===== src/rtl/adc_seq_pkg.sv =====
package adc_seq_pkg;

  // register addresses on the processor bus
  localparam int ADDR_CTRL = 0;
  localparam int ADDR_STAT = 1;
  localparam int ADDR_DATA = 2;
  localparam int ADDR_LAST = 3;
  localparam int ADDR_TEMP = 4;

  // field positions
  localparam int CTRL_DIV_LSB  = 0;
  localparam int CTRL_CONT_BIT = 6;
  localparam int CTRL_PER_LSB  = 8;
  localparam int STAT_BANK_BIT = 4;
  localparam int STAT_GO_BIT   = 6;
  localparam int STAT_IRQ_BIT  = 7;

  // configuration byte layout
  localparam int CFG_W        = 8;
  localparam int CFG_DIFF_BIT = 3;

  typedef enum logic [1:0] {
    SQ_IDLE = 2'd0,
    SQ_WAIT = 2'd1,
    SQ_CONV = 2'd2
  } seq_state_e;

  // differential with pair code 11 has no input pair behind it
  function automatic logic cfg_reserved(input logic [CFG_W-1:0] c);
    return c[CFG_DIFF_BIT] && (c[1:0] == 2'b11);
  endfunction

endpackage


===== src/rtl/adc_clkdiv.sv =====
module adc_clkdiv #(
  parameter int SELW = 2
) (
  input  logic            clk,
  input  logic            rst_n,
  input  logic [SELW-1:0] sel,
  output logic            tick
);
  localparam int MAXDIV = 2 << ((1 << SELW) - 1);
  localparam int CNTW   = $clog2(MAXDIV);

  logic [CNTW-1:0] cnt_q, cnt_d;
  logic [CNTW:0]   div_full, term_full;

  always_comb begin
    div_full  = {{(CNTW-1){1'b0}}, 2'b10} << sel;
    term_full = div_full - {{CNTW{1'b0}}, 1'b1};
    // compare with >= so a smaller divisor takes effect at once
    tick      = ({1'b0, cnt_q} >= term_full);
    cnt_d     = tick ? '0 : cnt_q + 1'b1;
  end

  always_ff @(posedge clk or negedge rst_n) begin
    if (!rst_n) cnt_q <= '0;
    else        cnt_q <= cnt_d;
  end
endmodule


===== src/rtl/adc_regbank.sv =====
module adc_regbank
  import adc_seq_pkg::*;
#(
  parameter int NSLOT = 8,
  parameter int RW    = 16,
  parameter int PW    = $clog2(NSLOT)
) (
  input  logic             clk,
  input  logic             rst_n,
  input  logic             ptr_we,
  input  logic [PW:0]      ptr_wdata,
  input  logic             dp_we,
  input  logic             dp_re,
  input  logic [CFG_W-1:0] dp_wdata,
  input  logic             res_we,
  input  logic [PW-1:0]    res_idx,
  input  logic [RW-1:0]    res_wdata,
  input  logic [PW-1:0]    seq_idx,
  output logic [PW:0]      ptr_q,
  output logic [RW-1:0]    dp_rdata,
  output logic [CFG_W-1:0] seq_cfg
);
  logic [PW:0]      ptr_d;
  logic [PW-1:0]    ptr_slot;
  logic             ptr_bank;
  logic [CFG_W-1:0] cfg_q [NSLOT];
  logic [RW-1:0]    res_q [NSLOT];

  assign ptr_slot = ptr_q[PW-1:0];
  assign ptr_bank = ptr_q[PW];

  // pointer: explicit write, else advance on any data-port access
  always_comb begin
    ptr_d = ptr_q;
    if (ptr_we) begin
      ptr_d = ptr_wdata;
    end else if (dp_we || dp_re) begin
      ptr_d[PW-1:0] = (ptr_slot == PW'(NSLOT-1)) ? '0 : ptr_slot + 1'b1;
    end
  end

  always_ff @(posedge clk or negedge rst_n) begin
    if (!rst_n) ptr_q <= '0;
    else        ptr_q <= ptr_d;
  end

  for (genvar g = 0; g < NSLOT; g++) begin : g_slot
    logic cfg_en, res_en;
    assign cfg_en = dp_we && ptr_bank && (ptr_slot == PW'(g));
    assign res_en = res_we && (res_idx == PW'(g));

    always_ff @(posedge clk or negedge rst_n) begin
      if (!rst_n)      cfg_q[g] <= '0;
      else if (cfg_en) cfg_q[g] <= dp_wdata;
    end

    always_ff @(posedge clk or negedge rst_n) begin
      if (!rst_n)      res_q[g] <= '0;
      else if (res_en) res_q[g] <= res_wdata;
    end
  end

  assign dp_rdata = ptr_bank ? {{(RW-CFG_W){1'b0}}, cfg_q[ptr_slot]} : res_q[ptr_slot];
  assign seq_cfg  = cfg_q[seq_idx];
endmodule


===== src/rtl/adc_sequencer.sv =====
module adc_sequencer
  import adc_seq_pkg::*;
#(
  parameter int PW = 3,
  parameter int RW = 16
) (
  input  logic             clk,
  input  logic             rst_n,
  input  logic             go,
  input  logic             cont,
  input  logic [PW-1:0]    last,
  input  logic             tick,
  input  logic [CFG_W-1:0] cfg,
  input  logic             cv_done,
  input  logic [RW-1:0]    cv_result,
  output logic             cv_req,
  output logic [PW-1:0]    slot,
  output logic             res_we,
  output logic [RW-1:0]    res_wdata,
  output logic             finish
);
  seq_state_e    state_q, state_d;
  logic [PW-1:0] slot_q, slot_d;

  always_comb begin
    state_d = state_q;
    slot_d  = slot_q;
    res_we  = 1'b0;
    finish  = 1'b0;
    case (state_q)
      SQ_IDLE: begin
        if (go) begin
          slot_d  = '0;
          state_d = SQ_WAIT;
        end
      end
      SQ_WAIT: begin
        if (!go)       state_d = SQ_IDLE;
        else if (tick) state_d = SQ_CONV;
      end
      SQ_CONV: begin
        if (cv_done) begin
          res_we = 1'b1;
          if (slot_q >= last) begin
            slot_d = '0;
            if (cont && go) begin
              state_d = SQ_WAIT;
            end else begin
              state_d = SQ_IDLE;
              finish  = !cont;
            end
          end else begin
            slot_d  = slot_q + 1'b1;
            state_d = go ? SQ_WAIT : SQ_IDLE;
          end
        end
      end
      default: state_d = SQ_IDLE;
    endcase
  end

  always_ff @(posedge clk or negedge rst_n) begin
    if (!rst_n) begin
      state_q <= SQ_IDLE;
      slot_q  <= '0;
    end else begin
      state_q <= state_d;
      slot_q  <= slot_d;
    end
  end

  assign cv_req    = (state_q == SQ_CONV);
  assign slot      = slot_q;
  assign res_wdata = cfg_reserved(cfg) ? '0 : cv_result;
endmodule


===== src/rtl/adc_seq_ctrl.sv =====
module adc_seq_ctrl
  import adc_seq_pkg::*;
#(
  parameter int NSLOT = 8,
  parameter int RW    = 16,
  parameter int DW    = 16,
  parameter int AW    = 3,
  parameter int SELW  = 2,
  parameter int IRQW  = 4
) (
  input  logic             clk,
  input  logic             rst_n,
  input  logic             bus_wr,
  input  logic             bus_rd,
  input  logic [AW-1:0]    bus_addr,
  input  logic [DW-1:0]    bus_wdata,
  output logic [DW-1:0]    bus_rdata,
  output logic             cv_clk_en,
  output logic             cv_req,
  output logic [CFG_W-1:0] cv_cfg,
  input  logic             cv_done,
  input  logic [RW-1:0]    cv_result,
  output logic             temp_en,
  output logic             irq
);
  localparam int PW = $clog2(NSLOT);

  // reset: asserted asynchronously, released on the clock
  logic rst_meta_q, rst_sync_q, rst_ni;
  always_ff @(posedge clk or negedge rst_n) begin
    if (!rst_n) begin
      rst_meta_q <= 1'b0;
      rst_sync_q <= 1'b0;
    end else begin
      rst_meta_q <= 1'b1;
      rst_sync_q <= rst_meta_q;
    end
  end
  assign rst_ni = rst_sync_q;

  // register decode
  logic wr_ctrl, wr_stat, wr_last, wr_temp, dp_we, dp_re;
  assign wr_ctrl = bus_wr && (bus_addr == AW'(ADDR_CTRL));
  assign wr_stat = bus_wr && (bus_addr == AW'(ADDR_STAT));
  assign wr_last = bus_wr && (bus_addr == AW'(ADDR_LAST));
  assign wr_temp = bus_wr && (bus_addr == AW'(ADDR_TEMP));
  assign dp_we   = bus_wr && (bus_addr == AW'(ADDR_DATA));
  assign dp_re   = bus_rd && (bus_addr == AW'(ADDR_DATA));

  logic [SELW-1:0] div_q, div_d;
  logic            cont_q, cont_d, go_q, go_d, irq_q, irq_d, temp_q, temp_d;
  logic [IRQW-1:0] per_q, per_d, scnt_q, scnt_d;
  logic [PW-1:0]   last_q, last_d;

  logic [PW:0]      ptr_q;
  logic [RW-1:0]    dp_rdata;
  logic [PW-1:0]    seq_slot;
  logic             res_we, finish, irq_set;
  logic [RW-1:0]    res_wdata;

  adc_clkdiv #(.SELW(SELW)) u_div (
    .clk  (clk),
    .rst_n(rst_ni),
    .sel  (div_q),
    .tick (cv_clk_en)
  );

  adc_regbank #(.NSLOT(NSLOT), .RW(RW), .PW(PW)) u_bank (
    .clk      (clk),
    .rst_n    (rst_ni),
    .ptr_we   (wr_stat),
    .ptr_wdata({bus_wdata[STAT_BANK_BIT], bus_wdata[PW-1:0]}),
    .dp_we    (dp_we),
    .dp_re    (dp_re),
    .dp_wdata (bus_wdata[CFG_W-1:0]),
    .res_we   (res_we),
    .res_idx  (seq_slot),
    .res_wdata(res_wdata),
    .seq_idx  (seq_slot),
    .ptr_q    (ptr_q),
    .dp_rdata (dp_rdata),
    .seq_cfg  (cv_cfg)
  );

  adc_sequencer #(.PW(PW), .RW(RW)) u_seq (
    .clk      (clk),
    .rst_n    (rst_ni),
    .go       (go_q),
    .cont     (cont_q),
    .last     (last_q),
    .tick     (cv_clk_en),
    .cfg      (cv_cfg),
    .cv_done  (cv_done),
    .cv_result(cv_result),
    .cv_req   (cv_req),
    .slot     (seq_slot),
    .res_we   (res_we),
    .res_wdata(res_wdata),
    .finish   (finish)
  );

  // next state of the control and status registers
  always_comb begin
    div_d  = div_q;
    cont_d = cont_q;
    per_d  = per_q;
    last_d = last_q;
    temp_d = temp_q;
    go_d   = go_q;
    if (wr_ctrl) begin
      div_d  = bus_wdata[CTRL_DIV_LSB +: SELW];
      cont_d = bus_wdata[CTRL_CONT_BIT];
      per_d  = bus_wdata[CTRL_PER_LSB +: IRQW];
    end
    if (wr_last) last_d = bus_wdata[PW-1:0];
    if (wr_temp) temp_d = bus_wdata[0];
    if (wr_stat)     go_d = bus_wdata[STAT_GO_BIT];
    else if (finish) go_d = 1'b0;

    // sample counter and sticky interrupt
    scnt_d  = scnt_q;
    irq_set = 1'b0;
    if (res_we) begin
      if (scnt_q == per_q) begin
        scnt_d  = '0;
        irq_set = 1'b1;
      end else begin
        scnt_d  = scnt_q + 1'b1;
      end
    end
    irq_d = irq_q;
    if (irq_set)                                   irq_d = 1'b1;
    else if (wr_stat && !bus_wdata[STAT_IRQ_BIT])  irq_d = 1'b0;
  end

  always_ff @(posedge clk or negedge rst_ni) begin
    if (!rst_ni) begin
      div_q  <= '0;
      cont_q <= 1'b0;
      per_q  <= '0;
      last_q <= '0;
      temp_q <= 1'b0;
      go_q   <= 1'b0;
      scnt_q <= '0;
      irq_q  <= 1'b0;
    end else begin
      div_q  <= div_d;
      cont_q <= cont_d;
      per_q  <= per_d;
      last_q <= last_d;
      temp_q <= temp_d;
      go_q   <= go_d;
      scnt_q <= scnt_d;
      irq_q  <= irq_d;
    end
  end

  // read mux
  always_comb begin
    bus_rdata = '0;
    case (bus_addr)
      AW'(ADDR_CTRL): begin
        bus_rdata[CTRL_DIV_LSB +: SELW] = div_q;
        bus_rdata[CTRL_CONT_BIT]        = cont_q;
        bus_rdata[CTRL_PER_LSB +: IRQW] = per_q;
      end
      AW'(ADDR_STAT): begin
        bus_rdata[PW-1:0]        = ptr_q[PW-1:0];
        bus_rdata[STAT_BANK_BIT] = ptr_q[PW];
        bus_rdata[STAT_GO_BIT]   = go_q;
        bus_rdata[STAT_IRQ_BIT]  = irq_q;
      end
      AW'(ADDR_DATA): bus_rdata = DW'(dp_rdata);
      AW'(ADDR_LAST): bus_rdata[PW-1:0] = last_q;
      AW'(ADDR_TEMP): bus_rdata[0] = temp_q;
      default:        bus_rdata = '0;
    endcase
  end

  assign temp_en = temp_q;
  assign irq     = irq_q;

  logic unused_wdata;
  assign unused_wdata = ^bus_wdata;
endmodule


===== config.mk =====
export PLATFORM = sky130hd
export DESIGN_NAME = adc_seq_ctrl
export DESIGN_NICKNAME = d
export VERILOG_FILES = /design/src/rtl/adc_seq_pkg.sv /design/src/rtl/adc_clkdiv.sv /design/src/rtl/adc_regbank.sv /design/src/rtl/adc_sequencer.sv /design/src/rtl/adc_seq_ctrl.sv
export SDC_FILE = /design/constraint.sdc
export NUM_CORES = 1
export LEC_CHECK = 0
export ABC_CLOCK_PERIOD_IN_PS = 21100
export BUFFER_PORTS_ARGS = -buffer_cell sky130_fd_sc_hd__buf_2
export CAP_MARGIN = 0
export CORE_ASPECT_RATIO = 1.5
export CORE_MARGIN = 5
export CORE_UTILIZATION = 57
export CTS_CLUSTER_DIAMETER = 120
export DETAILED_ROUTE_END_ITERATION = 7
export GPL_ROUTABILITY_DRIVEN = 1
export PLACE_DENSITY = 0.87
export SLEW_MARGIN = 20
export SYNTH_ARGS = -nofsm -noshare
export SYNTH_HDL_FRONTEND = slang
export SYNTH_SLANG_ARGS = --single-unit

===== constraint.sdc =====
create_clock -name clk -period 21.1 [get_ports clk]
set_clock_uncertainty 0.1 [all_clocks]
set_input_delay 4.22 -clock clk [delete_from_list [all_inputs] [get_ports clk]]
set_output_delay 4.22 -clock clk [all_outputs]
set_load 0.01 [all_outputs]

==> run_results.csv <==
group,metric,value,unit
yosys,synth_edf_count,0,
global_routing,grt_max_degree,156,
sta,fin_crit_sh,49.7,%
global_routing,antenna_found_initial,0,
critical_path,rr_startpoint,"u_seq.slot[1]",
critical_path,crit_end,"bus_rdata[7]",
place,place_ws,10.71,ns
cells_and_area,syn_to_final_growth,10.8,%
clock_tree,clk_latency,0.50,ns
sta,max_slew_margin,39.7,%
route,drt.antenna.violating_nets,0,
yosys,ys.flop_type,"dfrtp_1",
min_path,min_path_type,"reg -> reg",
yosys,ys_seq_elements,224,
yosys,synth.cell_area,10900,µm²
die,die_y,180,µm
clock_tree,root_buffer,"clkbuf_16",
critical_path,cp_cell_sequence,"buf_2 > nor3b_2 > nand2b_1 > a21oi_1 > a21oi_1 > o21ai_0 > buf_2",
power,clkPwrFrac,32.3,%
clock_tree,hold_buffers,0,
job,drv_cap,0,
sta,fmax,95.4,MHz
yosys,yosysSeqAreaShare,51.2,%
sta,setup_violations,0,
place,io_buffers,63,
yosys,synth_top_family_by_area,"multiplexers",
route,finalWirelength,26800,µm
critical_path,cp_data_arrival_time,6.17,ns
sta,worst_pin_slew,0.904,ns
critical_path,max_stage_delay,0.52,ns
power,ir_worst_vdd,0.0571,mV
global_routing,grt_pass1_wl,42900,µm
cells_and_area,drive_above_1_share,27.0,%
power,p_sw_share,29.5,%
critical_path,ff2ff_path_depth,5,
power,comb_power_share,22.4,%
global_routing,track_usage,24.7,%
clock_tree,cts_buffer_depth,3,
global_routing,grt_overflow,0,
yosys,synth_compound_area_share,9.57,%
yosys,synth.mux.area_fraction,22.9,%
sta,setup_ws,10.61,ns
yosys,synth_top_cell_area_share,51.2,%
yosys,synthTopCellsByArea,"dfrtp_1 (51%), mux4_2 (11%), mux2_2 (7.9%), nand2_1 (6.6%), o21ai_1 (3.2%)",
sta,hold_viol,0,
route,drtIter0Drc,857,
sta,grt_setup_unrepaired,"false",
yosys,syn_nets,988,
place,place.gp.congestion,0.884,
clock_tree,post_cts_resized,0,
yosys,synthCells,928,
critical_path,cp-start-kind,"input pin",
critical_path,startpoint,"bus_addr[1]",
die,core_area,19000,µm²
die,initial_core_util,57.6,%
die,fp.dieW,123,µm
yosys,synth_simple_gate_area_share,10.5,%
die,num_rows,62,
die,dieArea,22100,µm²
yosys,avgSynthCellArea,11.8,µm²
route,via_count,7703,
critical_path,worst-r2r-setup-slack,18.15,ns
route,vias_per_cell,6.23,
critical_path,crit_fanout,14,
critical_path,r2r-end,"u_bank.res_q[117]",
cells_and_area,antennaDiodeCount,0,
route,drc_errors,0,
yosys,ys_async_sr_fraction,100,%
clock_tree,clk_pin_slew,0.06,ns
sta,final.min_clock_period,10.49,ns
power,p_int,833,µW
clock_tree,cts_tree,"built",
power,p_sw,348,µW
place,hpwl,17200,µm
yosys,yosysTopAreaCell,"dfrtp_1",
yosys,synth_warnings,0,
sta,finalSetupTns,0,ns
clock_tree,cts_num_sinks,224,
clock_tree,ctsHtreeMaxLevel,1,
cells_and_area,nNetsFinal,1028,
critical_path,critPathKind,"in -> out",
outcome,outcome,"complete, no violations",
clock_tree,postCtsSetupRepairBufs,0,
global_routing,grt_pass1_vias,8155,
power,power_leakage,5.65,nW
die,ios,68,
route,dr.pass1.iters,6,
power,pwr-share-seq,45.4,%
critical_path,end_kind,"primary output",
sta,drv_slew,0,
clock_tree,numCtsBuffers,21,
yosys,yosysUniqueCellTypes,50,
power,powerDensity,97.5,nW/µm²
yosys,yosys.area_share.adder,2.29,%
critical_path,crit_path_top_delay_cell,"nand2b_1",
yosys,synth-xor-area-share,0.640,%
critical_path,required,16.78,ns
route,wl_per_cell,21.7,µm
-- synthesized netlist by cell type (4+ instances only) --
cell type / number
nand3_1: 12
o21ai_2: 11
buf_2: 13
nand2_4: 9
mux2i_1: 23
mux2_2: 77
and2_1: 6
xor2_1: 4
nor2b_1: 4
nand2_1: 193
nand2b_1: 4
dfrtp_1: 224
inv_1: 15
a21oi_1: 9
nor3_1: 4
o21ai_0: 64
nor2_1: 14
o31ai_1: 5
mux4_1: 8
clkbuf_1: 36
mux4_2: 53
o22ai_1: 4
buf_1: 7
o21ai_1: 69
ha_1: 20
a21o_1: 7
xnor2_1: 4
-- sequential cells by signal (all words and copies together), names as in the netlist --
name,cells
u_bank.res_q,128
u_bank.cfg_q,64
per_q,4
scnt_q,4
u_bank.ptr_q,4
u_div.cnt_q,4
last_q,3
u_seq.slot,3
div_q,2
u_seq.state_q,2
cont_q,1
go_q,1
irq,1
rst_meta_q,1
rst_ni,1
temp_en,1
-- how the worst min path moves through the flow --
stage	from	end	slack [ns]	cells after the start
finish	rst_meta_q	rst_ni	0.26	0
global route	rst_meta_q	rst_ni	0.28	0
CTS	rst_meta_q	rst_ni	0.26	0
detailed placement	rst_meta_q	rst_ni	0.24	0
global placement	rst_meta_q	rst_ni	0.24	0
floorplan	rst_meta_q	rst_ni	0.23	0
-- worst max-delay path: cells and delay by family --
family                 cells  cell delay, ns
AO/OA/AOI/OAI              3            0.54
buffers and inverters      2            0.36
AND/OR/NAND/NOR            2            1.03
-- metrics by stage --
step	hold slack [ns]	cell area [µm²]	total power, mW	utilization [%]	cells
final	0.258	12100	1.18	63.8	1237
after global routing	0.279	12100	1.23	63.8	1237
after CTS	0.258	12100	1.19	63.8	1237
after detailed placement	0.244	11400	0.804	60.2	1201
after global placement	0.236	11400	0.790	60.2	1201
after floorplan	0.231	10900	0.730	-	928
-- power by group through the flow --
stage          logic [mW]  clock network, mW  registers (mW)
2_1_floorplan       0.206                  0           0.524
3_3_place_gp        0.253                  0           0.537
3_5_place_dp        0.263                  0           0.542
4_1_cts             0.266              0.385           0.535
5_1_grt             0.287              0.404           0.543
6_report            0.265              0.381           0.536
-- final cells by class --
cell class              instances  area [µm²]
fillers                      1376        6880
inverters                      16        60.1
well taps                     256         320
repair buffers                 75         418
clock inverters                 7        87.6
clock buffers                  29         596
multi-input cells             630        5030
flip-flops and latches        224        5610
-- cells by family after synthesis --
family | Yosys count
and+or+nand+nor | 256
DFF | 224
AOI/OAI and AO/OA | 184
muxes | 161
buffers and inverters | 74
adders and majority gates | 20
xor gates and xnor gates | 8
other | 1
-- per-layer routing --
layer | global-route usage, % | up-vias | part of all wire [%]
met5 | 0 | - | 0
met4 | 12.8 | 0 | 4.8
met3 | 3.90 | 88 | 6.0
met2 | 41.8 | 309 | 52
met1 | 30.2 | 3905 | 37
li1 | - | 3401 | -
-- cell usage in the layout, fill, tap and decap left out, types with 4 or more instances in the layout --
cell type  Yosys  final
o21ai_0       64     64
mux4_1         8      8
o21ai_2       11     11
dfrtp_1      224    221
nor2b_1        4      4
clkinv_2       0      4
nor3_1         4      4
a21oi_1        9      9
inv_1         15     15
clkbuf_1      36      4
o22ai_1        4      4
buf_4          0     11
o21ai_1       69     69
ha_1          20     20
nand2_4        9      9
and2_1         6      6
buf_2         13     63
clkbuf_8       0      4
o31ai_1        5      5
mux4_2        53     53
nor2_1        14     14
mux2_2        77     77
xor2_1         4      4
nand3_1       12     12
nand2b_1       4      4
nand2_1      193    191
clkbuf_16      0     21
mux2i_1       23     23
a21o_1         7      7
xnor2_1        4      4
Power figures use the tool's default switching activity.
